[config.mk]
export PLATFORM = sky130hd
export DESIGN_NAME = i2c_xfer_hold
export DESIGN_NICKNAME = d
export VERILOG_FILES = /design/src/rtl/i2c_hold_pkg.sv /design/src/rtl/i2c_hold_qual.sv /design/src/rtl/i2c_hold_arb.sv /design/src/rtl/i2c_hold_flag.sv /design/src/rtl/i2c_xfer_hold.sv
export SDC_FILE = /design/constraint.sdc
export NUM_CORES = 1
export LEC_CHECK = 0
export ABC_AREA = 0
export BUFFER_PORTS_ARGS = -buffer_cell sky130_fd_sc_hd__buf_4
export CAP_MARGIN = 10
export CORE_AREA = 3 3 40 42
export CTS_CLUSTER_DIAMETER = 80
export DETAILED_ROUTE_END_ITERATION = 16
export DIE_AREA = 0 0 43 45
export GPL_TIMING_DRIVEN = 0
export PLACE_DENSITY_LB_ADDON = 0.05
export SLEW_MARGIN = 20
export SYNTH_ARGS = -nofsm -noshare
export SYNTH_HDL_FRONTEND = slang
export SYNTH_SLANG_ARGS = --single-unit
[constraint.sdc]
create_clock -name clk -period 1.3 [get_ports clk]
set_clock_uncertainty 0.1 [all_clocks]
set_input_delay 0.13 -clock clk [delete_from_list [all_inputs] [get_ports clk]]
set_output_delay 0.13 -clock clk [all_outputs]
set_load 0.02 [all_outputs]
[src/rtl/i2c_hold_pkg.sv]
package i2c_hold_pkg;
  localparam int WR_W   = 4;
  localparam int B_FLAG = 0;
  localparam int B_ARB  = 1;
  localparam int B_IEN  = 2;
  localparam int B_MST  = 3;
  localparam int NQUAL  = 5;
endpackage

[src/rtl/i2c_hold_qual.sv]
module i2c_hold_qual #(
  parameter int NQ = i2c_hold_pkg::NQUAL
) (
  input  logic clk,
  input  logic rst,
  input  logic en_i,
  input  logic byte_done_i,
  input  logic arb_lost_i,
  input  logic busy_start_i,
  input  logic is_master_i,
  input  logic addr_match_i,
  input  logic gen_call_i,
  output logic qual_o
);
  logic arb_pend_q, busy_pend_q;
  logic [NQ-1:0] src;

  // pending events are remembered until the byte that they belong to ends
  always_ff @(posedge clk) begin
    if (rst || !en_i) begin
      arb_pend_q  <= 1'b0;
      busy_pend_q <= 1'b0;
    end else if (byte_done_i) begin
      arb_pend_q  <= 1'b0;
      busy_pend_q <= 1'b0;
    end else begin
      if (arb_lost_i)   arb_pend_q  <= 1'b1;
      if (busy_start_i) busy_pend_q <= 1'b1;
    end
  end

  always_comb begin
    src = '0;
    src[0] = is_master_i;
    src[1] = addr_match_i;
    src[2] = gen_call_i;
    src[3] = arb_pend_q | arb_lost_i;
    src[4] = busy_pend_q | busy_start_i;
  end

  assign qual_o = |src;
endmodule

[src/rtl/i2c_hold_arb.sv]
module i2c_hold_arb #(
  parameter int WR_W = i2c_hold_pkg::WR_W
) (
  input  logic            clk,
  input  logic            rst,
  input  logic            en_i,
  input  logic            arb_lost_i,
  input  logic            bus_busy_i,
  input  logic            sda_in_i,
  input  logic            scl_in_i,
  input  logic            wr_i,
  input  logic [WR_W-1:0] wr_data_i,
  output logic            arb_flag_o,
  output logic            mstart_o
);
  import i2c_hold_pkg::*;
  logic arb_q, mst_q, guard;

  // start request on an idle bus whose lines are not both high
  assign guard = wr_i && wr_data_i[B_MST] && !mst_q && !bus_busy_i &&
                 (!sda_in_i || !scl_in_i);

  always_ff @(posedge clk) begin
    if (rst || !en_i) begin
      arb_q <= 1'b0;
      mst_q <= 1'b0;
    end else begin
      if (arb_lost_i || guard)             arb_q <= 1'b1;
      else if (wr_i && !wr_data_i[B_ARB])  arb_q <= 1'b0;
      if (arb_lost_i || guard)             mst_q <= 1'b0;
      else if (wr_i)                       mst_q <= wr_data_i[B_MST];
    end
  end

  assign arb_flag_o = arb_q;
  assign mstart_o   = mst_q;
endmodule

[src/rtl/i2c_hold_flag.sv]
module i2c_hold_flag #(
  parameter int WR_W = i2c_hold_pkg::WR_W
) (
  input  logic            clk,
  input  logic            rst,
  input  logic            en_i,
  input  logic            byte_done_i,
  input  logic            qual_i,
  input  logic            start_det_i,
  input  logic            stop_det_i,
  input  logic            is_master_i,
  input  logic            wr_i,
  input  logic [WR_W-1:0] wr_data_i,
  output logic            flag_o,
  output logic            ien_o,
  output logic            irq_o
);
  import i2c_hold_pkg::*;
  logic flag_q, flag_d, ien_q, ien_d, irq_q, set_ev, clr_ev;

  assign set_ev = byte_done_i && qual_i;
  assign clr_ev = (wr_i && !wr_data_i[B_FLAG]) ||
                  (is_master_i && (start_det_i || stop_det_i));

  always_comb begin
    flag_d = flag_q;
    ien_d  = ien_q;
    if (wr_i) ien_d = wr_data_i[B_IEN];
    if (set_ev)      flag_d = 1'b1;   // set wins: no event is lost
    else if (clr_ev) flag_d = 1'b0;
    if (!en_i) begin
      flag_d = 1'b0;
      ien_d  = 1'b0;
    end
  end

  always_ff @(posedge clk) begin
    if (rst) begin
      flag_q <= 1'b0;
      ien_q  <= 1'b0;
      irq_q  <= 1'b0;
    end else begin
      flag_q <= flag_d;
      ien_q  <= ien_d;
      irq_q  <= flag_d & ien_d;
    end
  end

  assign flag_o = flag_q;
  assign ien_o  = ien_q;
  assign irq_o  = irq_q;
endmodule

[src/rtl/i2c_xfer_hold.sv]
module i2c_xfer_hold #(
  parameter int WR_W = i2c_hold_pkg::WR_W
) (
  input  logic            clk,
  input  logic            rst,
  input  logic            en_i,
  input  logic            byte_done_i,
  input  logic            start_det_i,
  input  logic            stop_det_i,
  input  logic            arb_lost_i,
  input  logic            busy_start_i,
  input  logic            is_master_i,
  input  logic            addr_match_i,
  input  logic            gen_call_i,
  input  logic            bus_busy_i,
  input  logic            sda_in_i,
  input  logic            scl_in_i,
  input  logic            wr_i,
  input  logic [WR_W-1:0] wr_data_i,
  output logic            flag_o,
  output logic            arb_flag_o,
  output logic            ien_o,
  output logic            mstart_o,
  output logic            irq_o,
  output logic            scl_hold_o
);
  logic qual;
  logic flag;

  i2c_hold_qual u_qual (
    .clk(clk), .rst(rst), .en_i(en_i), .byte_done_i(byte_done_i),
    .arb_lost_i(arb_lost_i), .busy_start_i(busy_start_i),
    .is_master_i(is_master_i), .addr_match_i(addr_match_i),
    .gen_call_i(gen_call_i), .qual_o(qual)
  );

  i2c_hold_arb #(.WR_W(WR_W)) u_arb (
    .clk(clk), .rst(rst), .en_i(en_i), .arb_lost_i(arb_lost_i),
    .bus_busy_i(bus_busy_i), .sda_in_i(sda_in_i), .scl_in_i(scl_in_i),
    .wr_i(wr_i), .wr_data_i(wr_data_i),
    .arb_flag_o(arb_flag_o), .mstart_o(mstart_o)
  );

  i2c_hold_flag #(.WR_W(WR_W)) u_flag (
    .clk(clk), .rst(rst), .en_i(en_i), .byte_done_i(byte_done_i),
    .qual_i(qual), .start_det_i(start_det_i), .stop_det_i(stop_det_i),
    .is_master_i(is_master_i), .wr_i(wr_i), .wr_data_i(wr_data_i),
    .flag_o(flag), .ien_o(ien_o), .irq_o(irq_o)
  );

  assign flag_o     = flag;
  assign scl_hold_o = flag;   // bus pauses exactly while the flag is up
endmodule

# After elaboration in Yosys (flattened, before gate mapping)
# Index checks and enable logic that the tools add are counted.
# classes
muxes,7
bitwise_logic,3
reduce_logical,24
# ops
operator,count
$logic_and A1 B1 Y1,8
$logic_not A1 Y1,7
$mux W1,7
$logic_or A1 B1 Y1,5
$reduce_or A5 Y1,1
$reduce_or A2 Y1,2
$or A1 B1 Y1,2
$reduce_bool A2 Y1,1
$and A1 B1 Y1,1
# word_totals
register_bits,7
inputBits,19
out_inout_bits,6
word_cells,41

# Depth between registers and ports, before layout
# Gate-level depths: netlist of the first run.
# logic_depth
depth_word,7
mapped_depth,3

# Cells and area by module
# From an unflattened synthesis of the first run, not the netlist that was laid out.
# unflattened
hier_cells,31
area_unflattened_um2,291.5
# by_module_without_submodules
module,n_inst,cells_each,area_each_um2,seq_area_each_um2
i2c_hold_flag,1,11,108.9,60.1
i2c_hold_arb,1,10,101.3,40.0
i2c_hold_qual,1,9,73.8,40.0
i2c_xfer_hold,1,1,7.5,0.0

# Worst setup path before layout of the first run
# No wires, ideal clock.
# synth_path
path_kind,reg-to-reg
start,register u_qual.busy_pend_q
end,register u_flag.flag_q (netlist: u_flag.flag_o)
t_arrival_ns,1.130
setup_slack_ns,-0.057
path_stages_with_launch,4
path_buffers,0
period_less_slack_ns,1.357
path_cell_list,dfxtp_1 -> or4_4 -> o41ai_2 -> a21oi_1
# synth_via
elab_chain_len,5
# synth_rtl
item,line_no,text
"start, declared",i2c_hold_qual.sv:15,"logic arb_pend_q, busy_pend_q;"
"start signal, assigned",i2c_hold_qual.sv:22,busy_pend_q <= 1'b0;
"start signal, assigned",i2c_hold_qual.sv:25,busy_pend_q <= 1'b0;
"start signal, assigned",i2c_hold_qual.sv:28,if (busy_start_i) busy_pend_q <= 1'b1;
$or A1 B1 Y1,i2c_hold_qual.sv:38,src[4] = busy_pend_q | busy_start_i;
$reduce_or A5 Y1,i2c_hold_qual.sv:41,assign qual_o = |src;
$logic_and A1 B1 Y1,i2c_hold_flag.sv:21,assign set_ev = byte_done_i && qual_i;
$mux W1,i2c_hold_flag.sv:29,if (set_ev) flag_d = 1'b1;
$mux W1,i2c_hold_flag.sv:31,if (!en_i) begin
"end signal, assigned",i2c_hold_flag.sv:43,flag_q <= flag_d;
"end, declared",i2c_hold_flag.sv:19,"logic flag_q, flag_d, ien_q, ien_d, irq_q, set_ev, clr_ev;"
# Every way passes these cells.
# A chain may end at the register's enable or synchronous reset.

# Final worst setup path of the first run
# Ends and elaborated chain as after synthesis.

==> metrics, run 1 <==
status finished, violations left; failing checks negative setup slack; Critical R2R Capture u_flag.flag_o; main area contributors after synthesis dfxtp_1, mux2i_1, o41ai_2, nor2_1, or4_4; top cells by count, synth dfxtp_1, nor2_1; sink of the worst hold path u_qual.busy_pend_q; Routed WL per cell 10.99 um; Worst-Margin Slew 0.2546 ns; placed insts 68; DRC Markers 0; Bufs and invs on worst path 0; CTS root buffer clkbuf_4; max-cap check violation count 0; setup_tns -0.1985 ns; synthesis-stage register bit count 7; Gate Count Post-Synth 29; dominant cell type by area after synthesis dfxtp_1; HP Start busy_start_i; Power per Cell Area 973.2 mW/mm^2; largest net degree at the start of global routing 7; Crit path largest cell delay 0.54 ns; clock power share 36.9%; Switching Fraction 22.89%; Tcrit/Tclk final 107.8%; most common cell in the netlist dfxtp_1; Int Power 0.4000 mW; endpoints failing setup 2; largest fanout on the critical path 2; Layout Nets 78; FMAX 713.9 MHz; initial DRC count 3; Worst-path clk slew 0.05 ns; total power 0.5187 mW; RR Startpoint u_qual.busy_pend_q; Final GP Congestion 0.6705; hold depth 3; row cnt 13; Area after DPL 484.2 um^2; Worst Hold Class input pin to register; share of layout cells above drive strength 1 53.45%; number of port buffers 24; final hold viol count 0; final wirelength 802 um; post-route cell area 533.0 um^2; CTS tree yes; TritonCTS Sinks 7; Die Wd 43 um; DRT Pass-1 Iters 2; Top FF cell, synth dfxtp_1; post-CTS setup buffer count 0; Mean Syn Cell Area 9.837 um^2; Ys Warns 0; Crit Path Class register to register; first-pass GRT wire length 1297 um; EDFF count, synth 0; Core ar. 0.001285 mm^2; Async SR Flop Fraction 0%; initial antenna violation count 0; kind of cell adding the most delay to the critical path simple AND/OR/NAND/NOR gates; antenna cells 0; Worst IR Drop VDD 0.3755 mV; sequential-to-total area share from yosys stat 49.12%; Final min period 1.401 ns; synth unique cells 16; total I/O pin count 25; share of the synthesized area in the top cell type 49.12%; cell area after synthesis 285.3 um^2; Pleak 0.2545 nW; Finished Layout Cells 73; Vias 319; hold slack 0.05689 ns; Clock Path Buffers 2; area grow syn2layout 86.84%; Critical Path AT 1.43 ns; antenna-violating nets left 0; Reg2Reg Setup Slack -0.10 ns; TritonCTS Buffers 3; vias in the first global route 307; Overflow after GRT 0; Startpoint Class register; Max transition margin 82.97%; Cell Chain, Critical Path or4_4 > o41ai_4 > a21oi_1; Final Worst Setup Slack -0.1008 ns; worst path required time 1.33 ns; H-tree Lvls 1; Slew Limit Fails 0; r2r worst-path depth 3; syn nets 48; post-DR vias/cell 4.370; Seq pwr share 43.6%; Tot GR Track Use 9.675%; die area 0.001935 mm^2; clk_lat worst skew 0.24 ns; initial core utilization 22.20%; Slowest-stage cell, CP or4_4; Filler Cell Count 128; HPWL Detailed 669.7 um; Switching Power 0.1187 mW; Comb power frac 19.5%; RSZ-0062 raised after global routing true; Die H 45 um; crit end category register
worst max-delay path by stage:
stage / end / from / depth (start not counted)
after floorplan: u_flag.flag_o / u_qual.busy_pend_q / 3
after global placement: u_flag.irq_o / u_qual.busy_pend_q / 3
after detailed placement: u_flag.irq_o / u_qual.busy_pend_q / 3
after CTS: u_flag.irq_o / u_qual.busy_pend_q / 3
after global routing: u_flag.flag_o / u_qual.busy_pend_q / 3
final: u_flag.flag_o / u_qual.busy_pend_q / 3
sequential cells by signal, summed over array words and instances, names as in the netlist:
signal and cells:
u_flag.ien_o 1, u_arb.arb_flag_o 1, u_arb.mstart_o 1, u_flag.irq_o 1, u_flag.flag_o 1, u_qual.arb_pend_q 1, u_qual.busy_pend_q 1
power by group through the flow:
| stage | Clock [mW] | Combinational (mW) | Sequential (mW) |
|---|---|---|---|
| finish | 0.192 | 0.101 | 0.226 |
| global route | 0.213 | 0.110 | 0.227 |
| CTS | 0.204 | 0.103 | 0.226 |
| detailed placement | 0 | 0.0956 | 0.230 |
| global placement | 0 | 0.0924 | 0.230 |
| floorplan | 0 | 0.0269 | 0.236 |
worst register-to-register path, cell delays in order, from the launching register on:
cell and delay (ns):
dfxtp_2 0.31, or4_4 0.54, o41ai_4 0.23, a21oi_1 0.10
cells in the final DEF (no fill, tap or decap), types with 2 or more instances in the layout:
| cell type | instances |
|---|---|
| nor3_1 | 2 |
| buf_4 | 25 |
| a21oi_1 | 2 |
| clkbuf_4 | 3 |
| mux2i_1 | 2 |
| o21ai_1 | 2 |
| nor2_1 | 4 |
| dfxtp_1 | 6 |
what timing repair did:
| action | in CTS | in global routing |
|---|---|---|
| resized for setup | 1 | 1 |
| hold endpoints to repair | 2 | 0 |
| pin swaps | 0 | 1 |
| endpoints found under the setup margin | 2 | 2 |
| hold buffers | 1 | 0 |
layout make-up:
type / instances / area (um^2) / share of cell area, %
Timing Repair Buffer: 25 / 190.2 / 35.68
Multi-Input combinational cell: 20 / 145.1 / 27.23
Sequential cell: 7 / 141.4 / 26.53
Clock buffer: 4 / 26.28 / 4.930
Tap cell: 15 / 18.77 / 3.521
Buffer: 1 / 7.507 / 1.408
Inverter: 1 / 3.754 / 0.7042
per-stage QoR:
step / util, % / setup WS, ns
2_1_floorplan: - / -0.05716
3_3_place_gp: 37.68 / -0.1143
3_5_place_dp: 37.68 / -0.1321
4_1_cts: 41.38 / -0.1127
5_1_grt: 41.48 / -0.1613
6_report: 41.48 / -0.1008
per-layer routing:
metal  track usage, %  wire (um)
met5                0          0
met4            9.036         12
met3            3.586        114
met2            14.67        374
met1            10.41        300
cell families after synthesis:
kind of cell           after synthesis  synth area share (%)
muxes                                2                 7.018
buffers and inverters                2                 3.947
DFF                                  7                 49.12
and+or+nand+nor                     10                 18.86
AOI/OAI and AO/OA                    8                 21.06
(Power assumes the default switching activity.)
==> inputs of run 2 (changes only) <==
--- a/config.mk
+++ b/config.mk
@@ -14,6 +14,7 @@
 export DIE_AREA = 0 0 43 45
 export GPL_TIMING_DRIVEN = 0
 export PLACE_DENSITY_LB_ADDON = 0.05
+export REMOVE_ABC_BUFFERS = 1
 export SLEW_MARGIN = 20
 export SYNTH_ARGS = -nofsm -noshare
 export SYNTH_HDL_FRONTEND = slang
==> metrics, run 2 (synthesis results as in run 1) <==
largest net degree at the start of global routing 7; most common cell after layout, fill and taps aside buf_4; vias in the first global route 271; Core ar. 0.001285 mm^2; worst path required time 1.33 ns; Power per Cell Area 980.9 mW/mm^2; Final GP Congestion 0.6893; initial DRC count 0; Worst Hold Class input pin to register; Tot GR Track Use 9.008%; Area after DPL 476.7 um^2; max-cap check violation count 0; first-pass GRT wire length 1200 um; endpoints failing setup 2; Die H 45 um; area grow syn2layout 83.77%; TritonCTS Buffers 3; status finished, violations left; Worst-path clk slew 0.05 ns; clk_lat worst skew 0.24 ns; CTS tree yes; Pleak 0.2487 nW; crit end category register; final hold viol count 0; most frequent cells in the layout buf_4, dfxtp_1, nor2_1; post-CTS setup buffer count 0; initial antenna violation count 0; die area 0.001935 mm^2; CTS root buffer clkbuf_4; largest fanout on the critical path 2; RSZ-0062 raised after global routing true; failing checks negative setup slack; total I/O pin count 25; Die Wd 43 um; Vias 297; DRT Pass-1 Iters 1; Max transition margin 83.03%; post-DR vias/cell 4.125; Overflow after GRT 0; initial core utilization 22.20%; Finished Layout Cells 72; Critical Path AT 1.42 ns; Startpoint Class register; antenna-violating nets left 0; placed insts 67; Clock Path Buffers 2; Routed WL per cell 10.15 um; TritonCTS Sinks 7; antenna cells 0; Layout Nets 77; total power 0.5143 mW; final wirelength 731 um; number of port buffers 24; H-tree Lvls 1; Tcrit/Tclk final 107.0%; hold slack 0.06715 ns; share of layout cells above drive strength 1 50.88%; Crit Path Class register to register; Final min period 1.391 ns; Worst IR Drop VDD 0.3404 mV; Slew Limit Fails 0; post-route cell area 524.3 um^2; setup_tns -0.1808 ns; Worst-Margin Slew 0.2537 ns; Filler Cell Count 141; Final Worst Setup Slack -0.09060 ns; DRC Markers 0; FMAX 719.1 MHz; row cnt 13
[run 2: changes by cell type in the layout (fill, tap and decap cells not counted)]
| cell | previous run | this run |
|---|---|---|
| buf_4 | 25 | 24 |
| dfxtp_1 | 6 | 7 |
| dfxtp_2 | 1 | 0 |
[run 2: metrics by stage]
stage | setup slack, ns | utilization, %
floorplan | -0.05716 | -
global placement | -0.1160 | 37.10
detailed placement | -0.1119 | 37.10
CTS | -0.1045 | 40.80
global route | -0.1646 | 40.80
finish | -0.09060 | 40.80
[run 2: area by class of cell]
| cell class | count | area (um^2) | share of cell area (%) |
|---|---|---|---|
| clock buffers | 4 | 26.28 | 5.012 |
| flip-flops and latches | 7 | 140.1 | 26.73 |
| repair buffers | 25 | 190.2 | 36.28 |
| inverters | 1 | 3.754 | 0.7160 |
| well taps | 15 | 18.77 | 3.580 |
| multi-input cells | 20 | 145.1 | 27.68 |
[run 2: what timing repair did]
action,4_1_cts,5_1_grt
endpoints found under the hold margin,2,0
pin swaps,0,0
hold buffers,1,0
gates cloned,0,0
setup endpoints to repair,2,2
resized for setup,1,0
[run 2: worst max-delay path, cell delays in order, from the launching register on]
cell and delay [ns]:
dfxtp_1 0.30, or4_4 0.54, o41ai_4 0.23, a21oi_1 0.10
[run 2: metal layers]
layer | global-route usage, % | vias up | wire, um
li1 | - | 161 | -
met1 | 10.41 | 119 | 303
met2 | 11.08 | 17 | 327
met3 | 7.570 | 0 | 100
met4 | 5.422 | 0 | 0
met5 | 0 | - | 0
[run 2: path summary, 6_finish.rpt]
path,from,end,slack [ns],cells past startpoint
max,u_qual.busy_pend_q,u_flag.flag_o,-0.09,3
min,arb_lost_i,u_arb.arb_flag_o,0.07,3
max reg2reg,u_qual.busy_pend_q,u_flag.flag_o,-0.09,3
min reg2reg,u_arb.arb_flag_o,u_arb.arb_flag_o,0.39,2
[run 2: power by group]
| part | total (mW) | internal, mW | leakage, nW | switching (mW) |
|---|---|---|---|---|
| Combinational | 0.0977 | 0.0595 | 0.177 | 0.0383 |
| Clock | 0.191 | 0.117 | 0.0150 | 0.0742 |
| Sequential | 0.226 | 0.222 | 0.0571 | 0.00346 |
| Total | 0.514 | 0.398 | 0.249 | 0.116 |
